$ cat src/rtl/draw_seeker.sv
module draw_seeker #(
  parameter int W = 2
) (
  input  logic         clk,
  input  logic         rst_n,
  input  logic         start_i,
  input  logic [W-1:0] target_i,
  input  logic [W-1:0] count_i,
  input  logic         tick_i,
  output logic         run_o,
  output logic         done_o
);

  typedef enum logic [1:0] {S_IDLE, S_SEEK, S_DONE} state_t;

  state_t       st;
  logic [W-1:0] tgt_q;
  logic         busy, hit, accept, now_eq;

  assign busy   = (st == S_SEEK);
  assign hit    = busy & tick_i & (count_i == tgt_q);
  assign accept = start_i & ~busy;
  assign now_eq = (count_i == target_i);

  always_ff @(posedge clk) begin
    if (!rst_n) begin
      st    <= S_IDLE;
      tgt_q <= '0;
    end else if (accept) begin
      tgt_q <= target_i;
      st    <= now_eq ? S_DONE : S_SEEK;
    end else if (hit) begin
      st <= S_DONE;
    end
  end

  assign run_o  = busy & ~hit;
  assign done_o = (st == S_DONE);

  AST_START_MISS: assert property (@(posedge clk) disable iff (!rst_n)
    (accept && !now_eq) |=> (busy && !done_o));
  AST_START_HIT: assert property (@(posedge clk) disable iff (!rst_n)
    (accept && now_eq) |=> (done_o && !run_o));
  AST_TICK_STOP: assert property (@(posedge clk) disable iff (!rst_n)
    (busy && tick_i && count_i == tgt_q) |=> done_o);
  AST_DONE_HOLD: assert property (@(posedge clk) disable iff (!rst_n)
    (done_o && !start_i) |=> (done_o && !run_o));
  AST_TGT_KEPT: assert property (@(posedge clk) disable iff (!rst_n)
    busy |=> $stable(tgt_q));
  AST_BUSY_IGNORES: assert property (@(posedge clk) disable iff (!rst_n)
    (busy && !(tick_i && count_i == tgt_q)) |=> busy);
  AST_EXCL: assert property (@(posedge clk) disable iff (!rst_n)
    !(run_o && done_o));

endmodule

$ cat config.mk
export PLATFORM = sky130hd
export DESIGN_NAME = draw_seeker
export DESIGN_NICKNAME = d
export VERILOG_FILES = /design/src/rtl/draw_seeker.sv
export SDC_FILE = /design/constraint.sdc
export NUM_CORES = 1
export LEC_CHECK = 0
export ABC_CLOCK_PERIOD_IN_PS = 1300
export CAP_MARGIN = 30
export CORE_AREA = 4 4 41 43
export CTS_CLUSTER_DIAMETER = 80
export DETAILED_ROUTE_END_ITERATION = 8
export DIE_AREA = 0 0 45 47
export PLACE_DENSITY = 0.45
export SLEW_MARGIN = 20
export SYNTH_ARGS = -nofsm -noshare
export SYNTH_HDL_FRONTEND = slang
export SYNTH_SLANG_ARGS = --single-unit
$ cat constraint.sdc
create_clock -name clk -period 1.3 [get_ports clk]
set_input_delay 0.26 -clock clk [delete_from_list [all_inputs] [get_ports clk]]
set_output_delay 0.26 -clock clk [all_outputs]
set_load 0.03 [all_outputs]
# Yosys cells after proc, flatten, opt, wreduce, memory -nomap -nowiden
# Cells that the tools add are included.
[totals] regBits=4 elab_cells=16 out_inout_bits=2
[op_classes] n_mux=3 n_eq_ne=4 n_bitwise=6 n_reduce_logical=1
[ops] op="$mux W2" count=3
[ops] op="$and A1 B1 Y1" count=4
[ops] op="$eq A2 B2 Y1" count=2
[ops] op="$eq A2 B1 Y1 const B" count=1
[ops] op="$eq A2 B2 Y1 const B" count=1
[ops] op="$not A1 Y1" count=2
[ops] op="$reduce_bool A2 Y1" count=1

# Longest topological paths before layout
# Gate-level depths: netlist (run 1).
[depth] word_depth=5 depth_mapped=3

# Worst setup path after synthesis (run 1)
# OpenSTA, ideal clock, no wires.
[synth_path] kind="register to output" start="register st[0]" end="output port run_o" arrival_time_ps=1038 path_stages_with_launch=4 t_required_ps=1040 n_path_buf=0 setup_slack_ps=2 path_cell_list="dfxtp_1 > nor2b_2 > and4_4 > nor2_1"
[synth_between] elab_chain_len=5
[synth_rtl] element="start: declaration" line_no="16" source="state_t st;"
[synth_rtl] element="start signal: assignment" line_no="31" source="st <= now_eq ? S_DONE : S_SEEK;"
[synth_rtl] element="$eq A2 B1 Y1 (*)" line_no="20" source="assign busy = (st == S_SEEK);"
[synth_rtl] element="$and A1 B1 Y1 (2 in series)" line_no="21" source="assign hit = busy & tick_i & (count_i == tgt_q);"
[synth_rtl] element="$not A1 Y1" line_no="37" source="assign run_o = busy & ~hit;"
[synth_rtl] element="$and A1 B1 Y1 (*)" line_no="37"
[synth_rtl] element="end: declaration" line_no="10" source="output logic run_o,"
# Every way passes the cells marked *; elsewhere a longest branch is shown, timed or not.

# Worst setup path after layout (run 1)
[layout_path] start="input port count_i[1]" end="output port run_o"
[layout_between] elab_chain_len=4
[layout_rtl] element="start: declaration" line_no="8" source="input logic [W-1:0] count_i,"
[layout_rtl] element="$eq A2 B2 Y1" line_no="21"
[layout_rtl] element="$and A1 B1 Y1" line_no="21"
[layout_rtl] element="$not A1 Y1" line_no="37"
[layout_rtl] element="$and A1 B1 Y1" line_no="37"
# Every way passes these cells.

==> impl_metrics.yaml, run 1 <==
clocking:
  clkTransAtPathRegs_ns: 0.03
  cts_made_buffers: 3
  cts_buffer_depth: 2
  cts_tree: "done"
  clock_sinks: 4
  htreeDepth: 1
  clk_latency_ns: 0.23
  cts_root_buf: "clkbuf_4"
  cts_hold_buf: 0
floorplan:
  core_sq_um: 1300
  std_cell_rows: 13
  die_h_um: 47
  die-area_sq_um: 2120
  dieWidth_um: 45
  io_pins: 10
  start_util_pct: 17.1
hold_path:
  hold_class: "register to register"
  holdPathEnd: "tgt_q[0]$_SDFFE_PN0P_"
  hold_path_depth: 2
  min_from: "tgt_q[0]$_SDFFE_PN0P_"
critical_path:
  crit_type: "input pin to primary output"
  cp_top_family: "buffers and inverters"
  worst_path_largest_cell_delay_ns: 0.27
  r2r-end: "st[1]$_SDFFE_PN0P_"
  rr_startpoint: "tgt_q[0]$_SDFFE_PN0P_"
  slowest_stage: "dlygate4sd2_1"
  arrival_ns: 1.10
  path_cells: "dlygate4sd2_1 -> xnor2_2 -> and4_4 -> nor2_2 -> buf_6"
  critPathBufInv: 2
  reg2reg_depth: 4
  worstPathRequired_ns: 1.04
  r2r_slack_ns: 0.11
  start_kind: "input pin"
  cp-end-kind: "primary output"
  crit_fanout: 2
cells_and_area:
  final_common_cell: "buf_4"
  area_delta_synth_final_pct: 86.0
  num_antenna_cells: 0
  mostFrequentLayoutCells: "6 x buf_4, 4 x clkdlybuf4s50_1, 4 x dfxtp_2, 3 x clkbuf_4, 3 x dlygate4sd2_1"
  nets: 53
  drive_above_1_share_pct: 44.2
  utilization_pct: 31.8
  fillers: 149
  finalInstanceArea_sq_um: 414
global_route:
  grtUsageTotal_pct: 6.40
  gr-total-overflow: 0
  grt_max_degree: 5
  antenna_found_initial: 0
  grt_pass1_wl_um: 917
  grt_pass1_vias: 249
synth:
  seq_area_frac_synth_pct: 36.0
  avgSynthCellArea_sq_um: 8.57
  syn-cell-area_sq_um: 223
  yosysTopAreaCellShare_pct: 36.0
  synth_nets: 34
  synth_area_leader_cell: "dfxtp_1"
  yosys_warnings: 0
  synth.area.top_cells: "dfxtp_1 36%, xnor2_1 7.9%, xor2_1 7.9%"
  ys_ff_latch: 4
  synth_cell_types: 16
  netlist_instances: 26
routing:
  via_per_inst: 4.33
  dr.first_iter.drc_count: 0
  via_count: 251
  wl_per_cell_um: 10.9
  drt-pass1-iter-count: 1
  wl_um: 630
  drc_errors: 0
  antenna_left: 0
power:
  p_per_area_nw_per_um2: 1010
  max-vdd-ir-drop_uv: 352
  power_leakage_nw: 0.183
sta:
  period_share_pct: 104
  finalWorstSetupSlack_ns: -0.0584
  fmax_mhz: 736
  whs_ns: 0.498
  worst_slew_pin_slew_ns: 0.240
  finalClockSkew_ns: 0.00266
  finalSetupViolations: 1
  slew-limit-headroom_pct: 83.9
  hold_viol_final: 0
  rsz0062_at_grt: "yes"
  fin_crit_ns: 1.36
  slew_violations: 0
placement:
  place_congestion: 0.725
  dp_hpwl_um: 496
  port_buffers: 9
  placedInstanceArea_sq_um: 349
run_status:
  status: "finished with violations"
  failed_checks: "setup timing"
run:
  max-cap-violations: 0
## synthesized netlist by cell type, drive strengths merged
cell type / instances
nor2: 2
inv: 2
a21oi: 2
o21ai: 2
o211ai: 1
xnor2: 2
nand2: 1
dfxtp: 4
o311a: 1
o32ai: 1
nand3: 2
nand2b: 1
xor2: 2
nor2b: 2
and4: 1
## registers in the layout, summed over array words and instances, names as in the netlist
register  flops
st            2
tgt_q         2
## worst reg2reg max path: stages (launching register included)
cell	delay, ns
dfxtp_2	0.32
xnor2_2	0.12
and4_4	0.19
buf_4	0.13
o311a_1	0.32
## through the flow
stage                     setup slack (ns)  power, mW  setup TNS (ns)  std cells
after floorplan                    0.00240      0.200               0         26
after global placement              -0.296      0.253          -0.685         53
after detailed placement            -0.325      0.255          -0.743         53
after CTS                          -0.0981      0.421         -0.0981         57
after global routing               -0.0971      0.452         -0.0971         58
final                              -0.0584      0.419         -0.0584         58
## cell type report
| type | instances | area (sq um) | share of cell area, % |
|---|---|---|---|
| Multi-Input combinational cell | 20 | 158 | 38.1 |
| Tap cell | 15 | 18.8 | 4.53 |
| Timing Repair Buffer | 14 | 123 | 29.6 |
| Clock buffer | 3 | 22.5 | 5.44 |
| Inverter | 2 | 7.51 | 1.81 |
| Sequential cell | 4 | 85.1 | 20.5 |
## timing repair
item | CTS | global route
gates resized for setup | 8 | 4
pin swaps | 3 | 1
setup endpoints to repair | 1 | 1
buffers inserted | 1 | 1
## worst max-delay path by stage
stage                                     start  endpoint  depth (start not counted)
after floorplan              st[0]$_SDFFE_PN0P_     run_o                          3
after global placement               count_i[0]     run_o                          5
after detailed placement             count_i[1]     run_o                          5
after CTS                 tgt_q[0]$_SDFFE_PN0P_     run_o                          4
after global routing         st[0]$_SDFFE_PN0P_     run_o                          4
final                                count_i[1]     run_o                          5
## logic make-up after synthesis
group           after synthesis  share of synthesized area [%]
flops                         4                           36.0
buf+inv                       2                           3.37
simple gates                  9                           24.2
xor+xnor                      4                           15.7
compound gates                7                           20.8
## routing by layer
| metal | global-route usage, % | vias up | share of wire (%) |
|---|---|---|---|
| met2 | 11.3 | 1 | 64 |
| met5 | 0 | - | 0 |
| li1 | - | 130 | - |
| met1 | 5.23 | 120 | 35 |
| met3 | 2.30 | 0 | 0.95 |
| met4 | 7.02 | 0 | 0 |
## report_power, final
group,internal (mW),switching (mW),leakage (nW)
Sequential,0.137,0.0102,0.0344
Combinational,0.0705,0.0562,0.135
Clock,0.103,0.0423,0.0138
Total,0.310,0.109,0.183
Power figures use the tool's default switching activity.
==> run 2, diff against run 1 <==
--- a/config.mk
+++ b/config.mk
@@ -12,6 +12,7 @@
 export DETAILED_ROUTE_END_ITERATION = 8
 export DIE_AREA = 0 0 45 47
 export PLACE_DENSITY = 0.45
+export SETUP_SLACK_MARGIN = 0.4
 export SLEW_MARGIN = 20
 export SYNTH_ARGS = -nofsm -noshare
 export SYNTH_HDL_FRONTEND = slang
==> impl_metrics.yaml, run 2 (same netlist as run 1, synthesis figures left out) <==
floorplan:
  die-area_sq_um: 2120
  dieWidth_um: 45
  io_pins: 10
  start_util_pct: 17.1
  die_h_um: 47
  std_cell_rows: 13
  core_sq_um: 1300
clocking:
  cts_buffer_depth: 2
  clkTransAtPathRegs_ns: 0.04
  clock_sinks: 4
  cts_tree: "done"
  cts_made_buffers: 3
  htreeDepth: 1
  cts_root_buf: "clkbuf_4"
  clk_latency_ns: 0.24
power:
  p_seq_share_pct: 32.6
  clockPowerShare_pct: 33.9
  p_sw_uw: 127
  p_int_uw: 324
  p_per_area_nw_per_um2: 990
  power_leakage_nw: 0.196
  switching_share_pct: 28.2
  max-vdd-ir-drop_uv: 521
  total_power_uw: 451
  pwr-share-comb_pct: 33.6
run:
  max-cap-violations: 0
routing:
  via_per_inst: 4.37
  antenna_left: 0
  drc_errors: 0
  drt-pass1-iter-count: 2
  wl_um: 686
  wl_per_cell_um: 11.4
  dr.first_iter.drc_count: 1
  via_count: 262
sta:
  rsz0062_at_grt: "yes"
  finalWorstSetupSlack_ns: -0.0661
  fmax_mhz: 732
  whs_ns: 0.471
  period_share_pct: 105
  slew-limit-headroom_pct: 80.2
  fin_crit_ns: 1.37
  worst_slew_pin_slew_ns: 0.295
  finalClockSkew_ns: 0.00519
  finalSetupViolations: 1
  slew_violations: 0
  hold_viol_final: 0
cells_and_area:
  reg_top3: "st: 2 flops, tgt_q: 2 flops"
  mostFrequentLayoutCells: "6 x buf_4, 4 x dlygate4sd2_1, 3 x clkbuf_4, 3 x buf_6, 3 x dfxtp_2"
  drive_above_1_share_pct: 55.6
  area_delta_synth_final_pct: 104
  final_common_cell: "buf_4"
  num_antenna_cells: 0
  nets: 55
  layoutNonFillerInstCount: 60
hold_path:
  hold_class: "register to register"
  holdPathEnd: "tgt_q[0]$_SDFFE_PN0P_"
  min_from: "tgt_q[0]$_SDFFE_PN0P_"
  hold_path_depth: 2
critical_path:
  path_cells: "nor2b_4 -> and4_4 -> nor2_4 -> buf_6"
  start_kind: "register"
  reg2reg_depth: 5
  cp-end-kind: "primary output"
  crit_type: "register to primary output"
  worst_path_largest_cell_delay_ns: 0.35
  critPathBufInv: 1
  r2r-end: "st[1]$_SDFFE_PN0P_"
  worstPathRequired_ns: 1.04
  slowest_stage: "dfxtp_4"
  cp_top_family: "simple AND/OR/NAND/NOR gates"
  r2r_slack_ns: 0.15
  rr_startpoint: "st[1]$_SDFFE_PN0P_"
  arrival_ns: 1.11
  crit_fanout: 4
global_route:
  grt_max_degree: 5
  grt_pass1_wl_um: 1150
  grtUsageTotal_pct: 7.97
  gr-total-overflow: 0
  grt_pass1_vias: 285
  antenna_found_initial: 0
placement:
  dp_hpwl_um: 472
  place_congestion: 0.790
  place_inst: 54
  place_ws_ns: -0.300
  port_buffers: 9
run_status:
  status: "finished with violations"
  failed_checks: "setup timing"
==> run 2: cell count changes in the layout (fill, tap and decap cells not counted), sizes merged <==
cell	before	now
buf	7	9
clkdlybuf4s15	0	2
clkdlybuf4s50	4	1
dlygate4sd2	3	4
==> run 2: metal layers <==
metal  GRT usage, %  up-vias  routed length (um)
met1           8.16      114                 281
met3           4.60        2                  62
met5              0        -                   0
met2           12.4       13                 335
met4           5.26        0                   6
li1               -      133                   -
==> run 2: final cells by class <==
cell class	count	area (sq um)
multi-input combinational	20	175
clock buffer	3	22.5
sequential	4	87.6
timing repair buffer	16	144
fill	146	846
tap	15	18.8
inverter	2	7.51
==> run 2: metrics by stage <==
step                util [%]  instance area [sq um]  TNS [ns]
global route            35.0                    455    -0.110
finish                  35.0                    455   -0.0661
detailed placement      28.7                    373    -0.776
CTS                     32.9                    428   -0.0634
global placement        28.7                    373    -0.773
floorplan                  -                    239         0
==> run 2: power by group through the flow <==
stage	clock [mW]	combinational, mW	sequential, mW
global placement	0	0.114	0.148
CTS	0.157	0.137	0.146
finish	0.153	0.151	0.147
detailed placement	0	0.115	0.149
floorplan	0	0.0643	0.146
global route	0.169	0.164	0.148
==> run 2: repair_timing <==
| item | CTS | global route |
|---|---|---|
| pin swaps | 6 | 4 |
| setup endpoints to repair | 6 | 6 |
| setup buffers | 2 | 1 |
| gates resized for setup | 13 | 9 |
| hold buffers | 0 | 0 |
==> run 2: worst max path at each step <==
stage                                startpoint  slack (ns)  cells past startpoint     to
after global routing         st[1]$_SDFFE_PN0P_       -0.11                      4  run_o
after floorplan              st[0]$_SDFFE_PN0P_        0.25                      3  run_o
final                        st[1]$_SDFFE_PN0P_       -0.07                      4  run_o
after global placement               count_i[1]       -0.30                      5  run_o
after detailed placement             count_i[1]       -0.30                      5  run_o
after CTS                 tgt_q[0]$_SDFFE_PN0P_       -0.06                      4  run_o
==> run 2: tightest hold or removal path, delay by kind of cell (launching register included) <==
family          cells  cell delay, ns
flops               1            0.32
compound gates      2            0.11
